$ cat config.mk
export PLATFORM = sky130hd
export DESIGN_NAME = resp_reorder_buf
export DESIGN_NICKNAME = d
export VERILOG_FILES = /design/src/rtl/resp_reorder_buf.sv
export SDC_FILE = /design/constraint.sdc
export NUM_CORES = 1
export LEC_CHECK = 0
export BUFFER_PORTS_ARGS = -buffer_cell sky130_fd_sc_hd__buf_2
export CAP_MARGIN = 30
export CORE_MARGIN = 2
export CORE_UTILIZATION = 35
export DETAILED_ROUTE_END_ITERATION = 10
export PLACE_DENSITY = 0.48
export SKIP_CTS_REPAIR_TIMING = 1
export SYNTH_ARGS = -nofsm -noshare
export SYNTH_HDL_FRONTEND = slang
export SYNTH_SLANG_ARGS = --single-unit
$ cat constraint.sdc
create_clock -name clk -period 3.1 [get_ports clk]
set_clock_uncertainty 0.15 [all_clocks]
set_input_delay 0 -clock clk [delete_from_list [all_inputs] [get_ports clk]]
set_output_delay 0 -clock clk [all_outputs]
set_load 0.1 [all_outputs]
$ cat src/rtl/resp_reorder_buf.sv
module resp_reorder_buf #(
  parameter int TAG_W    = 3,
  parameter int LD_LIMIT = 4,
  parameter int ST_LIMIT = 4
) (
  input  logic             clk,
  input  logic             rst,
  input  logic             cfg_ordered,
  input  logic             iss_valid,
  input  logic [1:0]       iss_kind,
  output logic             iss_ready,
  output logic [TAG_W-1:0] iss_tag,
  input  logic             rsp_valid,
  input  logic [TAG_W-1:0] rsp_tag,
  input  logic             rsp_is_store,
  output logic             dlv_valid,
  input  logic             dlv_ready,
  output logic [TAG_W-1:0] dlv_tag,
  output logic             dlv_is_store,
  output logic             err
);
  localparam int DEPTH = 1 << TAG_W;
  localparam int PW    = TAG_W + 1;
  localparam int LCW   = $clog2(LD_LIMIT + 1);
  localparam int SCW   = $clog2(ST_LIMIT + 1);
  localparam int LAW   = (LD_LIMIT > 1) ? $clog2(LD_LIMIT) : 1;
  localparam int SAW   = (ST_LIMIT > 1) ? $clog2(ST_LIMIT) : 1;

  logic [PW-1:0]    head, tail;
  logic [DEPTH-1:0] e_vld, e_done, e_st;
  logic [LCW-1:0]   ld_cnt, lq_n;
  logic [SCW-1:0]   st_cnt, sq_n;
  logic [TAG_W-1:0] lq_mem [LD_LIMIT];
  logic [TAG_W-1:0] sq_mem [ST_LIMIT];
  logic [LAW-1:0]   lq_wp, lq_rp;
  logic [SAW-1:0]   sq_wp, sq_rp;

  wire [TAG_W-1:0] hidx = head[TAG_W-1:0];
  wire [TAG_W-1:0] tidx = tail[TAG_W-1:0];
  wire ring_full = (tail - head) == PW'(DEPTH);
  wire k_fence   = iss_kind == 2'b11;
  wire k_store   = iss_kind == 2'b10;
  wire ld_room   = ld_cnt < LCW'(LD_LIMIT);
  wire st_room   = st_cnt < SCW'(ST_LIMIT);
  wire lq_full   = lq_n == LCW'(LD_LIMIT);
  wire sq_full   = sq_n == SCW'(ST_LIMIT);

  assign iss_ready = k_fence | (!(cfg_ordered && ring_full) && (k_store ? st_room : ld_room));
  assign iss_tag   = tidx;

  wire iss_take = iss_valid & iss_ready & !k_fence;

  always_comb begin
    if (cfg_ordered) begin
      dlv_valid    = e_vld[hidx] & e_done[hidx];
      dlv_tag      = hidx;
      dlv_is_store = e_st[hidx];
    end else if (lq_n != '0) begin
      dlv_valid    = 1'b1;
      dlv_tag      = lq_mem[lq_rp];
      dlv_is_store = 1'b0;
    end else begin
      dlv_valid    = sq_n != '0;
      dlv_tag      = sq_mem[sq_rp];
      dlv_is_store = 1'b1;
    end
  end

  wire dlv_take = dlv_valid & dlv_ready;
  wire rsp_hit  = rsp_valid & e_vld[rsp_tag];
  wire lq_push  = !cfg_ordered & rsp_valid & !rsp_is_store & !lq_full;
  wire sq_push  = !cfg_ordered & rsp_valid & rsp_is_store & !sq_full;
  wire lq_pop   = !cfg_ordered & dlv_take & !dlv_is_store;
  wire sq_pop   = !cfg_ordered & dlv_take & dlv_is_store;
  wire bad_rsp  = rsp_valid & (cfg_ordered ? !e_vld[rsp_tag]
                                           : (rsp_is_store ? sq_full : lq_full));

  always_ff @(posedge clk) begin
    if (rst) begin
      head   <= '0;
      tail   <= '0;
      e_vld  <= '0;
      e_done <= '0;
      e_st   <= '0;
    end else begin
      if (iss_take) begin
        tail <= tail + PW'(1);
        if (cfg_ordered) begin
          e_vld[tidx]  <= 1'b1;
          e_done[tidx] <= 1'b0;
          e_st[tidx]   <= k_store;
        end
      end
      if (cfg_ordered && rsp_hit)
        e_done[rsp_tag] <= 1'b1;
      if (cfg_ordered && dlv_take) begin
        e_vld[hidx] <= 1'b0;
        head        <= head + PW'(1);
      end
    end
  end

  always_ff @(posedge clk) begin
    if (rst) begin
      ld_cnt <= '0;
      st_cnt <= '0;
      err    <= 1'b0;
    end else begin
      ld_cnt <= ld_cnt + LCW'(iss_take & !k_store) - LCW'(dlv_take & !dlv_is_store);
      st_cnt <= st_cnt + SCW'(iss_take & k_store) - SCW'(dlv_take & dlv_is_store);
      if (bad_rsp)
        err <= 1'b1;
    end
  end

  always_ff @(posedge clk) begin
    if (rst) begin
      lq_wp <= '0;
      lq_rp <= '0;
      lq_n  <= '0;
    end else begin
      if (lq_push)
        lq_wp <= (lq_wp == LAW'(LD_LIMIT - 1)) ? '0 : lq_wp + LAW'(1);
      if (lq_pop)
        lq_rp <= (lq_rp == LAW'(LD_LIMIT - 1)) ? '0 : lq_rp + LAW'(1);
      lq_n <= lq_n + LCW'(lq_push) - LCW'(lq_pop);
    end
  end

  always_ff @(posedge clk) begin
    if (rst) begin
      sq_wp <= '0;
      sq_rp <= '0;
      sq_n  <= '0;
    end else begin
      if (sq_push)
        sq_wp <= (sq_wp == SAW'(ST_LIMIT - 1)) ? '0 : sq_wp + SAW'(1);
      if (sq_pop)
        sq_rp <= (sq_rp == SAW'(ST_LIMIT - 1)) ? '0 : sq_rp + SAW'(1);
      sq_n <= sq_n + SCW'(sq_push) - SCW'(sq_pop);
    end
  end

  always_ff @(posedge clk) begin
    if (lq_push) lq_mem[lq_wp] <= rsp_tag;
    if (sq_push) sq_mem[sq_wp] <= rsp_tag;
  end
endmodule

==> impl_metrics.tcl <==
set metrics [dict create \
    syn_to_final_growth_pct 18.59 \
    fin_crit_sh_pct 94.30 \
    grt_pass1_vias 2947 \
    grt_overflow 0 \
    final_max_slew_viol_count 0 \
    first_pass_iters 4 \
    die_w_um 112.4 \
    drtAntennaViolNets 0 \
    insertion_delay_ns 0.34 \
    hold_viol_final 2 \
    hold_path_class "in2reg" \
    setup_violations 0 \
    peakVddDrop_mv 0.3131 \
    clockBufferDepth 2 \
    port_buffers 21 \
    drt_iter0_drc 98 \
    numCtsBuffers 9 \
    avgSynthCellArea_sq_um 10.52 \
    clkTransAtPathRegs_ns 0.06 \
    grt_max_degree 41 \
    period_needed_ns 2.923 \
    post-route-util_pct 42.53 \
    violations "hold timing" \
    num-nets-final 463 \
    p_leak_nw 1.817 \
    maxSlewHeadroom_pct 54.50 \
    powerDensity_nw_per_um2 625.6 \
    cp_max_fo 5 \
    design_area_sq_um 4877 \
    critPathRequiredTime_ns 3.16 \
    arrival_ns 2.99 \
    cts-htree-levels 3 \
    synth_edf_count 24 \
    startpoint_type "flip-flop" \
    globalRouteTotalUtil_pct 15.78 \
    drive_gt1_share_pct 21.68 \
    totalWireLength_mm 9.278 \
    fmax_mhz 342.1 \
    fin_ws_ns 0.1767 \
    worstSetupPathType "reg2reg" \
    diodes 0 \
    die_y_um 112.4 \
    coreArea_sq_um 11470 \
    whs_ns -0.04093 \
    antenna_found_initial 0 \
    dp_hpwl_mm 6.833 \
    synth-main-ff-cell "dfxtp_1" \
    maxCapViolCount 0 \
    via_per_inst 5.159 \
    std_cell_rows 39 \
    drc_errors 0 \
    route.vias.total 2951 \
    pin_count 22 \
    placed_cell_area_sq_um 4488 \
    rsz0062_at_grt "no" \
    cts_sinks 81 \
    grt_pass1_wl_mm 15.44 \
    crit_path_end_kind "flip-flop" \
    syn_inst 391 \
    cts_tree "built" \
    synthArstFlopShare_pct 0 \
    pre_cts_ws_ns -0.01150 \
    dieArea_sq_um 12630 \
    num-fill-cells 1104 \
    status "finished, violations left" \
    worst_pin_slew_ns 0.6799 \
    syn_area_sq_um 4113 \
    multi_input_area_sq_um 2117 \
    initial_core_util_pct 35.86 \
    synth-seq-area-share_pct 45.27 \
    clock-root-buffer "clkbuf_16" \
    ys_types 60 \
    regArea_sq_um 1868 \
    ys_seq_elements 81 \
    wl_per_cell_um 16.22 \
    place_congestion 0.8236 \
    tns_ns 0 \
    yosys_warnings 0 \
    synthesis.nets 430 \
]
-- state kept, by name, summed over array words and instances (netlist names), named ones only --
| signal | cells |
|---|---|
| e_done | 8 |
| ld_cnt | 3 |
| e_st | 8 |
| err | 1 |
| sq_mem | 12 |
| sq_rp | 2 |
| head | 4 |
| sq_wp | 2 |
| lq_mem | 12 |
| st_cnt | 3 |
| lq_n | 3 |
| lq_wp | 2 |
| lq_rp | 2 |
| e_vld | 8 |
| sq_n | 3 |
| tail | 4 |
-- routing by layer --
layer	vias to the layer above	track usage, %	share of wire (%)
met3	9	3.402	2.9
li1	1476	-	-
met2	38	24.06	46
met1	1428	22.52	50
met5	-	0	0
met4	0	4.959	1.1
-- per-stage QoR --
step,hold slack (ns),cells,total power [mW]
final,-0.04093,572,3.051
after global routing,0.008835,572,3.218
after CTS,-0.1479,566,3.080
after detailed placement,0.2126,550,2.016
after global placement,0.1988,550,2.007
after floorplan,-0.05113,391,1.858
-- final timing paths --
check / endpoint / startpoint / slack [ns] / depth (start not counted)
worst min-delay path: err / rsp_is_store / -0.04 / 4
worst min register to register: err / err / 0.30 / 2
worst max register to register: ld_cnt[2] / head[2] / 0.18 / 13
worst max-delay path: ld_cnt[2] / head[2] / 0.18 / 13
-- placed cells by master (no fill, tap or decap), types with 5 or more instances in the layout --
master | synthesis | layout
o21ai_0 | 14 | 14
inv_1 | 29 | 28
edfxtp_1 | 24 | 24
mux4_2 | 11 | 11
nor2b_1 | 10 | 10
dlygate4sd3_1 | 0 | 5
nor3b_1 | 5 | 5
and2_1 | 9 | 9
dfxtp_1 | 57 | 54
buf_2 | 2 | 21
nor3_1 | 7 | 7
nand4_1 | 6 | 6
nor2_1 | 29 | 29
buf_4 | 4 | 17
a21oi_1 | 13 | 13
nand2_1 | 27 | 27
clkbuf_16 | 0 | 9
xnor2_1 | 11 | 9
ha_1 | 23 | 19
mux2i_1 | 14 | 14
and3_1 | 7 | 7
nand3_1 | 10 | 10
-- cell type report --
| type | count | area share, % |
|---|---|---|
| sequential | 81 | 38.30 |
| inverter | 30 | 2.360 |
| multi-input combinational | 258 | 43.41 |
| tap | 143 | 3.669 |
| timing repair buffer | 44 | 6.208 |
| clock inverter | 7 | 1.437 |
| clock buffer | 9 | 4.618 |
-- Yosys cell counts (all sizes together), types with 5 or more instances --
master	instances	area share [%]
dfxtp	57	28
o21ai	14	1.7
a21oi	14	1.8
buf	9	1.4
clkbuf	13	1.2
nand2	27	2.5
nor2	29	2.6
mux2i	14	3.4
inv	30	2.7
nor3b	5	0.91
nand4	6	0.91
mux4	11	6.0
and2	9	1.4
nor2b	10	1.5
ha	23	7.0
nand3	10	1.2
nor3	8	1.1
edfxtp	24	18
and3	7	1.1
xnor2	11	2.3
-- kinds of logic (layout without fill, tap and decap cells) --
| logic type | count (synthesis) | count (layout) | synth area share, % |
|---|---|---|---|
| and+or+nand+nor | 134 | 134 | 18.04 |
| muxes | 26 | 26 | 9.705 |
| AOI/OAI and AO/OA | 60 | 60 | 10.34 |
| buffers and inverters | 52 | 90 | 5.354 |
| DFF | 81 | 81 | 45.27 |
| adders and majority gates | 27 | 27 | 8.945 |
| xor gates and xnor gates | 11 | 11 | 2.343 |
-- where the power goes --
group          switching (mW)  internal, mW  leakage, nW
Sequential             0.0647          1.17        0.680
Combinational           0.479         0.285        0.999
Clock                   0.435         0.622        0.137
Total                   0.979          2.07         1.82
-- critical path, cell delays in order (launching register included) --
cell,delay (ns)
dfxtp_2,0.33
inv_4,0.06
buf_4,0.14
mux4_2,0.52
o221a_4,0.26
a21oi_4,0.14
and3_1,0.17
ha_1,0.12
inv_1,0.04
ha_2,0.16
fa_2,0.35
xnor2_2,0.14
xnor2_1,0.15
nor2_1,0.05
(Power assumes the default switching activity.)
